[src/rtl/sms_pkg.sv]
package sms_pkg;
  typedef enum logic [1:0] {
    OP_RD1   = 2'd0,
    OP_RDSEQ = 2'd1,
    OP_PGWR  = 2'd2,
    OP_NONE  = 2'd3
  } sms_op_e;

  typedef enum logic {
    CYC_RD = 1'b0,
    CYC_WR = 1'b1
  } sms_cyc_e;

  localparam int BYTE_W = 8;
endpackage

[src/rtl/sms_cmd_check.sv]
module sms_cmd_check
  import sms_pkg::*;
#(
  parameter int ADDR_W     = 9,
  parameter int LEN_W      = 4,
  parameter int PAGE_BYTES = 8
) (
  input  sms_op_e            op,
  input  logic [ADDR_W-1:0]  addr,
  input  logic [LEN_W-1:0]   len,
  output logic               ok
);
  localparam int PAGE_AW = $clog2(PAGE_BYTES);
  localparam int SUM_W   = ((LEN_W > PAGE_AW) ? LEN_W : PAGE_AW) + 1;

  // position one past the last byte, measured from the page start
  logic [SUM_W-1:0] end_pos;
  assign end_pos = SUM_W'(addr[PAGE_AW-1:0]) + SUM_W'(len);

  always_comb begin
    case (op)
      OP_RD1:   ok = 1'b1;
      OP_RDSEQ: ok = (len != '0);
      OP_PGWR:  ok = (len != '0) && (end_pos <= SUM_W'(PAGE_BYTES));
      default:  ok = 1'b0;
    endcase
  end
endmodule

[src/rtl/sms_bus_cycle.sv]
module sms_bus_cycle
  import sms_pkg::*;
#(
  parameter int STROBE_CLK = 2,
  parameter int GAP_CLK    = 2
) (
  input  logic     clk,
  input  logic     rst_n,
  input  logic     go,
  input  sms_cyc_e kind,
  input  logic     wbit,
  output logic     done,
  output logic     rbit,
  output logic     ce_n,
  output logic     oe_n,
  output logic     we_n,
  output logic     dq_out,
  output logic     dq_oe,
  input  logic     dq_in
);
  localparam int MAXC = (STROBE_CLK > GAP_CLK) ? STROBE_CLK : GAP_CLK;
  localparam int CW   = $clog2(MAXC + 1);

  typedef enum logic [1:0] {G_IDLE, G_STB, G_GAP} gen_st_e;

  gen_st_e       st;
  logic [CW-1:0] cnt;
  sms_cyc_e      kind_q;
  logic          bit_q;
  logic          rbit_q;

  always_ff @(posedge clk or negedge rst_n) begin
    if (!rst_n) begin
      st     <= G_IDLE;
      cnt    <= '0;
      kind_q <= CYC_RD;
      bit_q  <= 1'b0;
      rbit_q <= 1'b1;
    end else begin
      case (st)
        G_IDLE: if (go) begin
          st     <= G_STB;
          cnt    <= CW'(STROBE_CLK - 1);
          kind_q <= kind;
          bit_q  <= wbit;
        end
        G_STB: if (cnt == '0) begin
          st  <= G_GAP;
          cnt <= CW'(GAP_CLK - 1);
          if (kind_q == CYC_RD) rbit_q <= dq_in;
        end else begin
          cnt <= cnt - 1'b1;
        end
        G_GAP: if (cnt == '0) st <= G_IDLE;
               else cnt <= cnt - 1'b1;
        default: st <= G_IDLE;
      endcase
    end
  end

  assign done   = (st == G_GAP) && (cnt == '0);
  assign rbit   = rbit_q;
  assign ce_n   = (st != G_STB);
  assign oe_n   = !((st == G_STB) && (kind_q == CYC_RD));
  assign we_n   = !((st == G_STB) && (kind_q == CYC_WR));
  assign dq_out = bit_q;
  assign dq_oe  = (kind_q == CYC_WR) && (st != G_IDLE);

  // strobe-length tracking for the checks below
  logic        ce_d;
  logic [31:0] low_run;
  always_ff @(posedge clk or negedge rst_n) begin
    if (!rst_n) begin
      ce_d    <= 1'b1;
      low_run <= '0;
    end else begin
      ce_d <= ce_n;
      if (!ce_n) low_run <= ce_d ? 32'd1 : low_run + 32'd1;
    end
  end

  AST_STROBE_EXCL: assert property (@(posedge clk) disable iff (!rst_n)
    !(!oe_n && !we_n));
  AST_WR_DATA_HOLD: assert property (@(posedge clk) disable iff (!rst_n)
    $rose(we_n) |-> (dq_oe && $stable(dq_out)));
  AST_STROBE_LEN: assert property (@(posedge clk) disable iff (!rst_n)
    (ce_n && !ce_d) |-> (low_run == 32'(STROBE_CLK)));
endmodule

[src/rtl/sms_seq_ctrl.sv]
module sms_seq_ctrl
  import sms_pkg::*;
#(
  parameter int ADDR_W   = 9,
  parameter int LEN_W    = 4,
  parameter int FRAME_W  = 16,
  parameter int POLL_MAX = 1000
) (
  input  logic              clk,
  input  logic              rst_n,
  input  logic              cmd_valid,
  output logic              cmd_ready,
  input  sms_op_e           cmd_op,
  input  logic [ADDR_W-1:0] cmd_addr,
  input  logic [LEN_W-1:0]  cmd_len,
  input  logic              cmd_ok,
  input  logic              wr_valid,
  output logic              wr_ready,
  input  logic [BYTE_W-1:0] wr_data,
  output logic              rd_valid,
  input  logic              rd_ready,
  output logic [BYTE_W-1:0] rd_data,
  output logic              busy,
  output logic              done,
  output logic              err_param,
  output logic              err_timeout,
  output logic              wp_en,
  output logic              cyc_go,
  output sms_cyc_e          cyc_kind,
  output logic              cyc_bit,
  input  logic              cyc_done,
  input  logic              cyc_rbit
);
  localparam int IDX_W = $clog2(FRAME_W);
  localparam int PCW   = $clog2(POLL_MAX + 1);
  localparam logic [IDX_W-1:0] IDX_FRAME_LAST = IDX_W'(FRAME_W - 1);
  localparam logic [IDX_W-1:0] IDX_BYTE_LAST  = IDX_W'(BYTE_W - 1);
  localparam logic [IDX_W-1:0] IDX_PAT_LAST   = IDX_W'(2);

  typedef enum logic [3:0] {
    C_IDLE, C_RST, C_ADDR, C_WGET, C_WBIT, C_START, C_POLL, C_RBIT, C_RHOLD
  } ctrl_st_e;

  ctrl_st_e           st;
  sms_op_e            op_q;
  logic [FRAME_W-1:0] frame_q;
  logic [LEN_W-1:0]   left_q;
  logic [IDX_W-1:0]   idx;
  logic [BYTE_W-1:0]  sh;
  logic [PCW-1:0]     poll_cnt;
  logic               done_q, perr_q, terr_q;

  always_ff @(posedge clk or negedge rst_n) begin
    if (!rst_n) begin
      st       <= C_IDLE;
      op_q     <= OP_RD1;
      frame_q  <= '0;
      left_q   <= '0;
      idx      <= '0;
      sh       <= '0;
      poll_cnt <= '0;
      done_q   <= 1'b0;
      perr_q   <= 1'b0;
      terr_q   <= 1'b0;
    end else begin
      done_q <= 1'b0;
      perr_q <= 1'b0;
      terr_q <= 1'b0;
      case (st)
        C_IDLE: if (cmd_valid) begin
          if (!cmd_ok) begin
            done_q <= 1'b1;
            perr_q <= 1'b1;
          end else begin
            st      <= C_RST;
            op_q    <= cmd_op;
            frame_q <= FRAME_W'(cmd_addr);
            left_q  <= (cmd_op == OP_RD1) ? LEN_W'(1) : cmd_len;
            idx     <= '0;
          end
        end
        C_RST: if (cyc_done) begin
          if (idx == IDX_PAT_LAST) begin
            st  <= C_ADDR;
            idx <= '0;
          end else idx <= idx + 1'b1;
        end
        C_ADDR: if (cyc_done) begin
          frame_q <= frame_q << 1;
          if (idx == IDX_FRAME_LAST) begin
            idx <= '0;
            st  <= (op_q == OP_PGWR) ? C_WGET : C_RBIT;
          end else idx <= idx + 1'b1;
        end
        C_WGET: if (wr_valid) begin
          sh <= wr_data;
          st <= C_WBIT;
        end
        C_WBIT: if (cyc_done) begin
          sh <= sh << 1;
          if (idx == IDX_BYTE_LAST) begin
            idx    <= '0;
            left_q <= left_q - 1'b1;
            st     <= (left_q == LEN_W'(1)) ? C_START : C_WGET;
          end else idx <= idx + 1'b1;
        end
        C_START: if (cyc_done) begin
          if (idx == IDX_PAT_LAST) begin
            st       <= C_POLL;
            idx      <= '0;
            poll_cnt <= '0;
          end else idx <= idx + 1'b1;
        end
        C_POLL: if (cyc_done) begin
          if (cyc_rbit) begin
            st     <= C_IDLE;
            done_q <= 1'b1;
          end else if (poll_cnt == PCW'(POLL_MAX - 1)) begin
            st     <= C_IDLE;
            done_q <= 1'b1;
            terr_q <= 1'b1;
          end else poll_cnt <= poll_cnt + 1'b1;
        end
        C_RBIT: if (cyc_done) begin
          sh <= {sh[BYTE_W-2:0], cyc_rbit};
          if (idx == IDX_BYTE_LAST) begin
            idx <= '0;
            st  <= C_RHOLD;
          end else idx <= idx + 1'b1;
        end
        C_RHOLD: if (rd_ready) begin
          left_q <= left_q - 1'b1;
          if (left_q == LEN_W'(1)) begin
            st     <= C_IDLE;
            done_q <= 1'b1;
          end else st <= C_RBIT;
        end
        default: st <= C_IDLE;
      endcase
    end
  end

  always_comb begin
    cyc_go   = 1'b0;
    cyc_kind = CYC_RD;
    cyc_bit  = 1'b0;
    case (st)
      C_RST: begin
        cyc_go = 1'b1;
        if (idx == IDX_W'(1)) cyc_kind = CYC_WR;
      end
      C_ADDR: begin
        cyc_go   = 1'b1;
        cyc_kind = CYC_WR;
        cyc_bit  = frame_q[FRAME_W-1];
      end
      C_WBIT: begin
        cyc_go   = 1'b1;
        cyc_kind = CYC_WR;
        cyc_bit  = sh[BYTE_W-1];
      end
      C_START: begin
        cyc_go = 1'b1;
        if (idx == IDX_W'(1)) begin
          cyc_kind = CYC_WR;
          cyc_bit  = 1'b1;
        end
      end
      C_POLL, C_RBIT: cyc_go = 1'b1;
      default: ;
    endcase
  end

  assign cmd_ready   = (st == C_IDLE);
  assign busy        = (st != C_IDLE);
  assign wr_ready    = (st == C_WGET);
  assign rd_valid    = (st == C_RHOLD);
  assign rd_data     = sh;
  assign done        = done_q;
  assign err_param   = perr_q;
  assign err_timeout = terr_q;
  assign wp_en       = (st != C_IDLE) && (op_q == OP_PGWR);

  AST_RD_BACKPRESSURE: assert property (@(posedge clk) disable iff (!rst_n)
    (rd_valid && !rd_ready) |=> (rd_valid && $stable(rd_data)));
  AST_PARAM_ERR_WITH_DONE: assert property (@(posedge clk) disable iff (!rst_n)
    err_param |-> (done && !err_timeout && cmd_ready));
  AST_TIMEOUT_WITH_DONE: assert property (@(posedge clk) disable iff (!rst_n)
    err_timeout |-> (done && !busy));
  AST_POLL_BOUND: assert property (@(posedge clk) disable iff (!rst_n)
    (st == C_POLL) |-> (poll_cnt < PCW'(POLL_MAX)));
  AST_REJECT_NO_CYCLE: assert property (@(posedge clk) disable iff (!rst_n)
    (cmd_valid && cmd_ready && !cmd_ok) |=> !cyc_go);
endmodule

[src/rtl/serial_mem_seq.sv]
module serial_mem_seq
  import sms_pkg::*;
#(
  parameter int ADDR_W     = 9,
  parameter int LEN_W      = 4,
  parameter int FRAME_W    = 16,
  parameter int PAGE_BYTES = 8,
  parameter int STROBE_CLK = 2,
  parameter int GAP_CLK    = 2,
  parameter int POLL_MAX   = 1000
) (
  input  logic              clk,
  input  logic              rst_n,
  input  logic              cmd_valid,
  output logic              cmd_ready,
  input  logic [1:0]        cmd_op,
  input  logic [ADDR_W-1:0] cmd_addr,
  input  logic [LEN_W-1:0]  cmd_len,
  input  logic              wr_valid,
  output logic              wr_ready,
  input  logic [7:0]        wr_data,
  output logic              rd_valid,
  input  logic              rd_ready,
  output logic [7:0]        rd_data,
  output logic              busy,
  output logic              done,
  output logic              err_param,
  output logic              err_timeout,
  output logic              mem_ce_n,
  output logic              mem_oe_n,
  output logic              mem_we_n,
  output logic              mem_wp,
  output logic              mem_dq_out,
  output logic              mem_dq_oe,
  input  logic              mem_dq_in
);
  sms_op_e  op_e;
  logic     cmd_ok;
  logic     cyc_go, cyc_bit, cyc_done, cyc_rbit;
  sms_cyc_e cyc_kind;

  assign op_e = sms_op_e'(cmd_op);

  sms_cmd_check #(
    .ADDR_W(ADDR_W), .LEN_W(LEN_W), .PAGE_BYTES(PAGE_BYTES)
  ) i_check (
    .op(op_e), .addr(cmd_addr), .len(cmd_len), .ok(cmd_ok)
  );

  sms_seq_ctrl #(
    .ADDR_W(ADDR_W), .LEN_W(LEN_W), .FRAME_W(FRAME_W), .POLL_MAX(POLL_MAX)
  ) i_ctrl (
    .clk(clk), .rst_n(rst_n),
    .cmd_valid(cmd_valid), .cmd_ready(cmd_ready), .cmd_op(op_e),
    .cmd_addr(cmd_addr), .cmd_len(cmd_len), .cmd_ok(cmd_ok),
    .wr_valid(wr_valid), .wr_ready(wr_ready), .wr_data(wr_data),
    .rd_valid(rd_valid), .rd_ready(rd_ready), .rd_data(rd_data),
    .busy(busy), .done(done), .err_param(err_param), .err_timeout(err_timeout),
    .wp_en(mem_wp),
    .cyc_go(cyc_go), .cyc_kind(cyc_kind), .cyc_bit(cyc_bit),
    .cyc_done(cyc_done), .cyc_rbit(cyc_rbit)
  );

  sms_bus_cycle #(
    .STROBE_CLK(STROBE_CLK), .GAP_CLK(GAP_CLK)
  ) i_bus (
    .clk(clk), .rst_n(rst_n),
    .go(cyc_go), .kind(cyc_kind), .wbit(cyc_bit),
    .done(cyc_done), .rbit(cyc_rbit),
    .ce_n(mem_ce_n), .oe_n(mem_oe_n), .we_n(mem_we_n),
    .dq_out(mem_dq_out), .dq_oe(mem_dq_oe), .dq_in(mem_dq_in)
  );
endmodule

[config.mk]
export PLATFORM = sky130hd
export DESIGN_NAME = serial_mem_seq
export DESIGN_NICKNAME = d
export VERILOG_FILES = /design/src/rtl/sms_pkg.sv /design/src/rtl/sms_cmd_check.sv /design/src/rtl/sms_bus_cycle.sv /design/src/rtl/sms_seq_ctrl.sv /design/src/rtl/serial_mem_seq.sv
export SDC_FILE = /design/constraint.sdc
export NUM_CORES = 1
export LEC_CHECK = 0
export BUFFER_PORTS_ARGS = -buffer_cell sky130_fd_sc_hd__buf_2
export CORE_MARGIN = 4
export CORE_UTILIZATION = 40
export DETAILED_ROUTE_END_ITERATION = 16
export GPL_ROUTABILITY_DRIVEN = 0
export SYNTH_ARGS = -nofsm -noshare
export SYNTH_HDL_FRONTEND = slang
export SYNTH_SLANG_ARGS = --single-unit
[constraint.sdc]
create_clock -name clk -period 4.9 [get_ports clk]
set_input_delay 0 -clock clk [delete_from_list [all_inputs] [get_ports clk]]
set_output_delay 0 -clock clk [all_outputs]
set_load 0.005 [all_outputs]
==> reports/results.ini, run 1 <==
[status]
status=completed

[critical_path]
worstPathRequired_ns=5.12
reg2reg_slack_ns=2.00
end_kind=flip-flop
critPathMaxFanout=30
critPathKind=flip-flop to flip-flop
r2r-end=i_ctrl.st[2]$_DFFE_PN0P_
start_kind=flip-flop
r2r_start=i_ctrl.st[1]$_DFFE_PN0P_
r2r_cells=5
arrival_ns=3.12

[power_and_ir_drop]
power.internal_uw=1410
irDropWorstVdd_mv=0.248
fin_total_pwr_uw=2360
power_frac_seq=0.362
clockPowerShare=0.207
power_switching_uw=950
p_sw_frac=0.403
powerDensity_mw_per_mm2=552
p_comb_frac=0.431
cellLeakagePower_uw=0.00200

[clock_network]
cts_resized=0
path_clk_slew_ns=0.07
clk_path_buf_depth=2
clkLatencyLatePin_ns=0.33
htree_levels=3
post_cts_buffers=0
cts_tree=done
clockRootBuffer=clkbuf_8
cts_hold_buf=22
numCtsBuffers=9
cts.sinks=58

[sta]
rsz0062_at_grt=no
fin_hold_ws_ns=0.0434
finalHoldViolCount=0
period_share=0.592
skew_ns=0.0126
min_period_ns=2.90
slew_violations=0
setup_tns_ns=0
setup_violations=0
max_freq_ghz=0.345
worstMarginPinSlew_ns=1.09
relSlewSlack=0.265

[min_path]
hold_start=cmd_addr[1]
hold_class=input pin to flip-flop
hold_depth=3
whs_endpoint=i_ctrl.frame_q[1]$_DFFE_PN0P_

[logic_synthesis]
ys_ff_latch=58
synth_area_mm2=0.00350
syn_inst=386
synth_async_sr_flop_share=1.00
ys_seq_area_frac=0.415
synth_edf_count=0
yosys_warnings=0
synth_nets=431
synthFlopType=dfrtp_1
syn_area_per_cell_um2=9.06
synth_top_area_frac=0.408
synth_top_cell_by_area=dfrtp_1
synth_area_leaders=dfrtp_1 (41%), ha_1 (5.4%), o21ai_0 (4.9%)
ys_types=61

[cells_and_area]
diodes=0
finalNetCount=499
drive_gt1_frac=0.187
multi_input_area_mm2=0.00188
regArea_mm2=0.00145
area_growth_pct=22.0
fillers=818
final_area_mm2=0.00427

[grt]
grt_pass1_vias=2930
grt_use_met3=0.0317
met1_usage=0.227
use_met2=0.273
grt.busiest_layer=met2
grt_max_degree=59
track_usage=0.170
grt-ovfl-total=0
grt_antenna_before_repair=0
grt_pass1_wl_um=14000

[place]
port-buffer-count=49
dpl.hpwl_um=5890
place_area_mm2=0.00383

[route]
via_per_inst=5.42
drc=0
drt.antenna.violating_nets=0
wirelength_um=8240
drt_pass1_iterations=4
routedWlPerCell_um=14.6
vias=3058
drt_iter0_drc=167

[floorplanning]
initial_core_util=0.417
die_x_um=102
die_area_mm2=0.0103
ios=50
core.rowCount=33
fp.dieH_um=102
core_area_mm2=0.00838

[run]
maxCapViolCount=0

[routing by layer]
layer,vias to the layer above,part of all wire
met5,-,0
met1,1467,0.48
met3,17,0.036
met4,0,0.022
met2,58,0.46
li1,1516,-
[layout make-up]
type	instances	share of cell area
Multi-Input combinational cell	284	0.440
Sequential cell	58	0.340
Timing Repair Buffer	73	0.113
Clock buffer	11	0.0331
Tap cell	105	0.0308
Inverter	28	0.0246
Clock inverter	5	0.0182
[worst max-delay path by stage]
stage,end,from,depth (start not counted),slack (ns)
2_1_floorplan,i_ctrl.poll_cnt[8]$_DFFE_PN0P_,i_ctrl.idx[0]$_DFFE_PN0P_,8,2.73
4_1_cts,i_ctrl.st[2]$_DFFE_PN0P_,i_ctrl.st[1]$_DFFE_PN0P_,5,1.98
3_5_place_dp,i_ctrl.st[2]$_DFFE_PN0P_,i_ctrl.st[1]$_DFFE_PN0P_,5,2.00
3_3_place_gp,i_ctrl.st[2]$_DFFE_PN0P_,i_ctrl.st[1]$_DFFE_PN0P_,5,2.05
6_report,i_ctrl.st[2]$_DFFE_PN0P_,i_ctrl.st[1]$_DFFE_PN0P_,5,2.00
5_1_grt,i_ctrl.frame_q[9]$_DFFE_PN0P_,i_ctrl.st[1]$_DFFE_PN0P_,8,1.71
[kinds of logic (layout without fill, tap and decap cells)]
group / count (synthesis) / count (layout) / synth area share
AOI/OAI and AO/OA: 102 / 102 / 0.190
xor gates and xnor gates: 9 / 9 / 0.0225
adders and majority gates: 16 / 16 / 0.0594
buffers and inverters: 44 / 117 / 0.0494
DFF: 58 / 58 / 0.415
muxes: 23 / 23 / 0.0683
and+or+nand+nor: 134 / 134 / 0.195
[cells in the mapped netlist (all sizes together), types with 2 or more instances]
cell type   n
dfrtp      57
nor2       38
o21ai      34
inv        28
a21oi      26
nand2      25
mux2i      16
ha         15
nand3      13
nor3       12
buf         8
clkbuf      8
nand2b      8
xor2        8
mux2        7
nand4       7
and3        6
a21o        5
o22ai       5
nor2b       4
a22oi       3
nor3b       3
nor4        3
a211o       2
a211oi      2
a32oi       2
and2        2
and4b       2
nand3b      2
nor4b       2
o2111ai     2
o21a        2
o21bai      2
o22a        2
o31ai       2
or2         2
[registers in the layout, summed over array words and instances, names as in the netlist]
signal,count
i_bus.st,2
i_ctrl.op_q,2
i_bus.dq_out,1
i_ctrl.idx,4
i_ctrl.left_q,4
i_ctrl.rd_data,8
i_ctrl.poll_cnt,10
i_ctrl.err_timeout,1
i_ctrl.done,1
i_ctrl.frame_q,16
i_bus.cnt,2
i_ctrl.st,4
i_bus.rbit,1
i_bus.kind_q,1
i_ctrl.err_param,1
[critical path: stages (launching register included)]
cell      delay (ns)
dfrtp_1         0.92
or2b_2          0.24
nand3_1         0.42
o221a_2         0.47
o221ai_1        0.35
mux2_2          0.38
[power groups by stage]
stage	clock network [uW]	logic, uW	registers [uW]
floorplan	0	807	763
global placement	0	979	849
detailed placement	0	1000	856
CTS	504	1020	849
global route	525	1150	885
finish	489	1020	852
[placed cells by master, fill, tap and decap left out, types with 2 or more instances in the layout]
cell type,netlist,final
a211oi_1,2,2
a21o_1,5,5
a21oi_1,26,26
a22oi_1,3,3
a32oi_1,2,2
and2_1,2,2
and3_1,5,5
and4b_1,2,2
buf_2,6,49
buf_4,0,2
bufinv_16,0,2
clkbuf_8,0,10
clkinv_2,0,2
dfrtp_1,57,57
dlygate4sd3_1,0,22
ha_1,15,15
inv_1,28,28
mux2_2,7,7
mux2i_1,16,16
nand2_1,25,25
nand2b_1,8,8
nand3_1,13,13
nand3b_1,2,2
nand4_1,7,7
nor2_1,38,38
nor2b_1,4,4
nor3_1,12,11
nor3b_1,3,3
nor4_1,3,3
nor4b_1,2,2
o2111ai_1,2,2
o21a_1,2,2
o21ai_0,34,34
o21bai_1,2,2
o22ai_1,5,5
o31ai_1,2,2
or2_2,2,2
xor2_1,8,8
[stage by stage]
step,setup WS [ns],utilization,cells
2_1_floorplan,2.73,-,386
3_5_place_dp,2.00,0.457,526
3_3_place_gp,2.05,0.457,526
6_report,2.00,0.509,564
4_1_cts,1.98,0.509,564
5_1_grt,1.71,0.509,564
Note: power is estimated with default switching activity, not from simulation.
==> inputs of run 2 (changes only) <==
clock period = 2.81 ns   (was 4.9 ns; I/O delays follow)
==> run 2 against run 1 <==
Utilization is 0.28 points higher. Flip-flop and latch count stayed put. Clock skew is 0.0044 ns lower. Non-clock buffer count is 9 higher. Routed wire length is 0.21% higher. Design area is 0.56% higher. Via count is 0.26% lower. Global-route usage is 0.56 points higher. Register-to-register slack worse by 1.7 ns. First-iteration DRC count is 19% higher. Highest routed layer unchanged.
==> reports/results.ini, run 2 (synthesized netlist as in run 1, its figures left out) <==
[critical_path]
crit_cells=8
worstPathCellList=inv_1 -> ha_1 -> and2_1 -> nand3_1 -> a222oi_1 -> o221ai_1 -> nand3b_1 -> o21ai_0
critPathMaxFanout=7
cp_top_family=compound AO/OA/AOI/OAI gates
path_buf_inv=1
slowest_stage=a222oi_1
arrival_ns=2.75
critPathKind=flip-flop to flip-flop
end_kind=flip-flop
cp_slowest_stage_delay_ns=0.45
start_kind=flip-flop
worstPathRequired_ns=3.06
r2r_cells=8

[sta]
worstMarginPinSlew_ns=0.636
min_period_ns=2.50
setup_tns_ns=0
skew_ns=0.00825
period_share=0.890
rsz0062_at_grt=no
relSlewSlack=0.575
fin_ws_ns=0.309
setup_violations=0
slew_violations=0
finalHoldViolCount=0
max_freq_ghz=0.400

[route]
wirelength_um=8260
routedWlPerCell_um=14.4
drt.antenna.violating_nets=0
drt_pass1_iterations=4
drc=0
drt_iter0_drc=199
via_per_inst=5.32
vias=3050

[clock_network]
post_cts_buffers=0
clk_path_buf_depth=2
clockRootBuffer=clkbuf_8
cts_hold_buf=21
cts.sinks=58
path_clk_slew_ns=0.08
numCtsBuffers=9
cts_tree=done
clkLatencyLatePin_ns=0.34
cts_resized=0
htree_levels=3

[floorplanning]
core_area_mm2=0.00838
fp.dieH_um=102
ios=50
die_x_um=102
die_area_mm2=0.0103
initial_core_util=0.417
core.rowCount=33

[power_and_ir_drop]
cellLeakagePower_uw=0.00202
irDropWorstVdd_mv=0.448
fin_total_pwr_uw=4010
powerDensity_mw_per_mm2=936

[grt]
grt-ovfl-total=0
grt_antenna_before_repair=0
track_usage=0.176
grt_pass1_wl_um=14500
grt_max_degree=49
grt_pass1_vias=3060

[place]
dp_slack_ns=0.334
dpl.hpwl_um=6000
port-buffer-count=49
dp_cells=536

[cells_and_area]
layout_common_cells=dfrtp_1 (57), buf_2 (49), nor2_1 (38), o21ai_0 (34), inv_1 (28)
drive_gt1_frac=0.207
fin_util=0.512
final_cells=573
final_common_cell=dfrtp_1
regMostFlops=i_ctrl.frame_q
diodes=0
finalNetCount=508
largest_reg_flops=16
area_growth_pct=22.6

[status]
status=completed

[min_path]
hold_class=input pin to flip-flop
hold_depth=3

[run]
maxCapViolCount=0

[run 2: through the flow]
step	instance area (um2)	hold WS, ns
6_report	4290	0.0211
5_1_grt	4290	0.0262
4_1_cts	4290	0.00675
3_5_place_dp	3900	-0.120
3_3_place_gp	3900	-0.121
2_1_floorplan	3500	-0.296
[run 2: layout make-up]
type                       count  area, um2
clock buffer                   9        124
clock inverter                 7       53.8
tap                          105        131
sequential                    58       1450
multi-input combinational    284       1880
fill                         804       4090
inverter                      28        105
timing repair buffer          82        546
[run 2: routing by layer]
layer,track usage,vias up,routed length (um)
li1,-,1531,-
met5,0,-,0
met2,0.275,68,3800
met1,0.243,1435,3870
met4,0.0675,0,138
met3,0.0317,16,451
[run 2: where the power goes]
group / leakage, uW / switching, uW / internal [uW] / total [uW]
Clock: 0.0000822 / 367 / 325 / 692
Combinational: 0.00120 / 1060 / 846 / 1900
Sequential: 0.000740 / 276 / 1140 / 1420
[run 2: final timing paths]
check	start	end	slack [ns]
setup reg to reg	i_bus.st[0]$_DFFE_PN0P_	i_ctrl.st[0]$_DFFE_PN0P_	0.31
setup / recovery	i_bus.st[0]$_DFFE_PN0P_	i_ctrl.st[0]$_DFFE_PN0P_	0.31
hold / removal	cmd_addr[2]	i_ctrl.frame_q[2]$_DFFE_PN0P_	0.02
max in group asynchronous	rst_n	i_ctrl.idx[1]$_DFFE_PN0P_	1.89
hold reg to reg	i_bus.dq_out$_DFFE_PN0P_	i_bus.dq_out$_DFFE_PN0P_	0.49
min in group asynchronous	rst_n	i_ctrl.left_q[2]$_DFFE_PN0P_	0.05
[run 2: tightest hold or removal path: cells and delay by family]
family                 cells  cell delay (ns)
AOI/OAI and AO/OA          1             0.15
buffers and inverters      1             0.10
muxes                      1             0.07
==> inputs of run 3 (changes only) <==
clock period = 3 ns   (was 2.81 ns; I/O delays follow)
==> run 3 against run 2 <==
Sequential power shrank 7%. Non-clock buffer count shrank 4. Die area unchanged. Register-to-register slack improved by 0.24 ns. Flip-flop and latch count is the same. Sequential share of layout area increased by 0.17 points. Critical path depth decreased by 1. Clock power up 2%. Setup slack improved by 0.24 ns. Fmax increased by 1.9%. Utilization down 0.25 points. Largest cell class unchanged. Largest power group unchanged.
==> reports/results.ini, run 3 (synthesized netlist as in run 1, its figures left out) <==
[status]
status=completed

[cells_and_area]
drive_gt1_frac=0.196
fillers=794
finalNetCount=504
final_common_cell=dfrtp_1
area_growth_pct=22.0
diodes=0
layout_common_cells=dfrtp_1 (57), buf_2 (49), nor2_1 (38), o21ai_0 (34), inv_1 (28)
regMostFlops=i_ctrl.frame_q
largest_reg_flops=16

[sta]
relSlewSlack=0.308
setup_violations=0
fin_hold_ws_ns=0.00601
rsz0062_at_grt=no
skew_ns=0.00669
worstMarginPinSlew_ns=1.04
max_freq_ghz=0.408
setup_tns_ns=0
slew_violations=0
finalHoldViolCount=0
min_period_ns=2.45
period_share=0.818

[floorplanning]
core.rowCount=33
fp.dieH_um=102
die_x_um=102
die_area_mm2=0.0103
initial_core_util=0.417
ios=50
core_area_mm2=0.00838

[critical_path]
critPathKind=flip-flop to flip-flop
critPathMaxFanout=7
r2r_start=i_bus.cnt[0]$_DFFE_PN0P_
r2r_cells=7
end_kind=flip-flop
reg2reg_slack_ns=0.55
cp-endpoint=i_ctrl.st[2]$_DFFE_PN0P_
worstPathCellList=inv_1 -> ha_1 -> and2_1 -> nand3_1 -> a222oi_1 -> o221ai_1 -> mux2_2
r2r-end=i_ctrl.st[2]$_DFFE_PN0P_
worstPathRequired_ns=3.22
slowest_stage=dfrtp_1
arrival_ns=2.68
start_kind=flip-flop
cp_slowest_stage_delay_ns=0.42
cp-startpoint=i_bus.cnt[0]$_DFFE_PN0P_

[route]
drt.antenna.violating_nets=0
via_per_inst=5.40
vias=3073
top_layer_used=met4
wirelength_um=8460
routed-wl-met3_um=409
drt_iter0_drc=222
routedWlPerCell_um=14.9
drt_pass1_iterations=4
m1WireLength_um=4010
dr_wl_met2_um=3870
drc=0

[grt]
track_usage=0.176
grt_max_degree=33
grt_antenna_before_repair=0
grt_pass1_vias=2949
grt_pass1_wl_um=14300
grt-ovfl-total=0

[clock_network]
cts.sinks=58
numCtsBuffers=9
cts_tree=done
cts_resized=0
clk_path_buf_depth=2
clkLatencyLatePin_ns=0.33
htree_levels=3
clockRootBuffer=clkbuf_8
path_clk_slew_ns=0.07

[power_and_ir_drop]
cellLeakagePower_uw=0.00201
irDropWorstVdd_mv=0.508
powerDensity_mw_per_mm2=892

[place]
port-buffer-count=49
dpl.hpwl_um=6020

[min_path]
hold_class=input pin to flip-flop
hold_depth=3

[run]
maxCapViolCount=0

## run 3: cell count changes in the layout (fill, tap and decap cells not counted)
| cell | previous run | this run |
|---|---|---|
| buf_4 | 12 | 8 |
| clkbuf_1 | 0 | 2 |
| inv_6 | 2 | 0 |
| bufinv_16 | 0 | 1 |
| clkinv_2 | 1 | 2 |
| clkinv_4 | 1 | 0 |
| clkinvlp_4 | 3 | 2 |
## run 3: worst max-delay path: cells and delay by family, from the launching register on
kind / cells / cell delay [ns]
AO/OA/AOI/OAI: 2 / 0.75
adder cells (fa/ha/maj): 1 / 0.23
buffers and inverters: 1 / 0.08
flip-flops: 1 / 0.42
multiplexers: 1 / 0.36
AND/OR/NAND/NOR: 2 / 0.50
## run 3: routing by layer
layer | GRT usage | up-vias
li1 | - | 1527
met1 | 0.241 | 1461
met2 | 0.273 | 71
met3 | 0.0344 | 14
met4 | 0.0736 | 0
met5 | 0 | -
## run 3: what timing repair did
item	in CTS	in global routing
hold buffers	21	0
endpoints found under the hold margin	50	0
endpoints found under the setup margin	0	0
setup buffers	0	0
## run 3: cell type report
| class | count | area, um2 | area share |
|---|---|---|---|
| multi-input combinational | 284 | 1880 | 0.440 |
| sequential | 58 | 1450 | 0.340 |
| timing repair buffer | 78 | 515 | 0.121 |
| clock buffer | 11 | 131 | 0.0308 |
| tap | 105 | 131 | 0.0308 |
| inverter | 28 | 105 | 0.0246 |
| clock inverter | 5 | 55.1 | 0.0129 |
## run 3: how the worst min path moves through the flow
stage	from	endpoint	slack, ns
after global routing	cmd_addr[2]	i_ctrl.frame_q[2]$_DFFE_PN0P_	0.05
after CTS	cmd_addr[2]	i_ctrl.frame_q[2]$_DFFE_PN0P_	0.007
after global placement	rst_n	i_ctrl.left_q[2]$_DFFE_PN0P_	0.12
after floorplan	rst_n	i_bus.cnt[0]$_DFFE_PN0P_	-0.30
after detailed placement	rst_n	i_ctrl.left_q[2]$_DFFE_PN0P_	0.12
final	cmd_addr[2]	i_ctrl.frame_q[2]$_DFFE_PN0P_	0.006
## run 3: power by group
group	internal [uW]	switching, uW	total [uW]
clock network	381	323	704
registers	1070	247	1320
logic	774	1010	1790
## run 3: stage by stage
stage	power, uW	area [um2]	instances	setup slack (ns)	utilization
5_1_grt	4140	4270	569	0.319	0.509
2_1_floorplan	2560	3500	386	0.825	-
4_1_cts	3830	4270	569	0.574	0.509
6_report	3810	4270	569	0.546	0.509
3_3_place_gp	3050	3870	532	0.621	0.462
3_5_place_dp	3080	3870	532	0.571	0.462
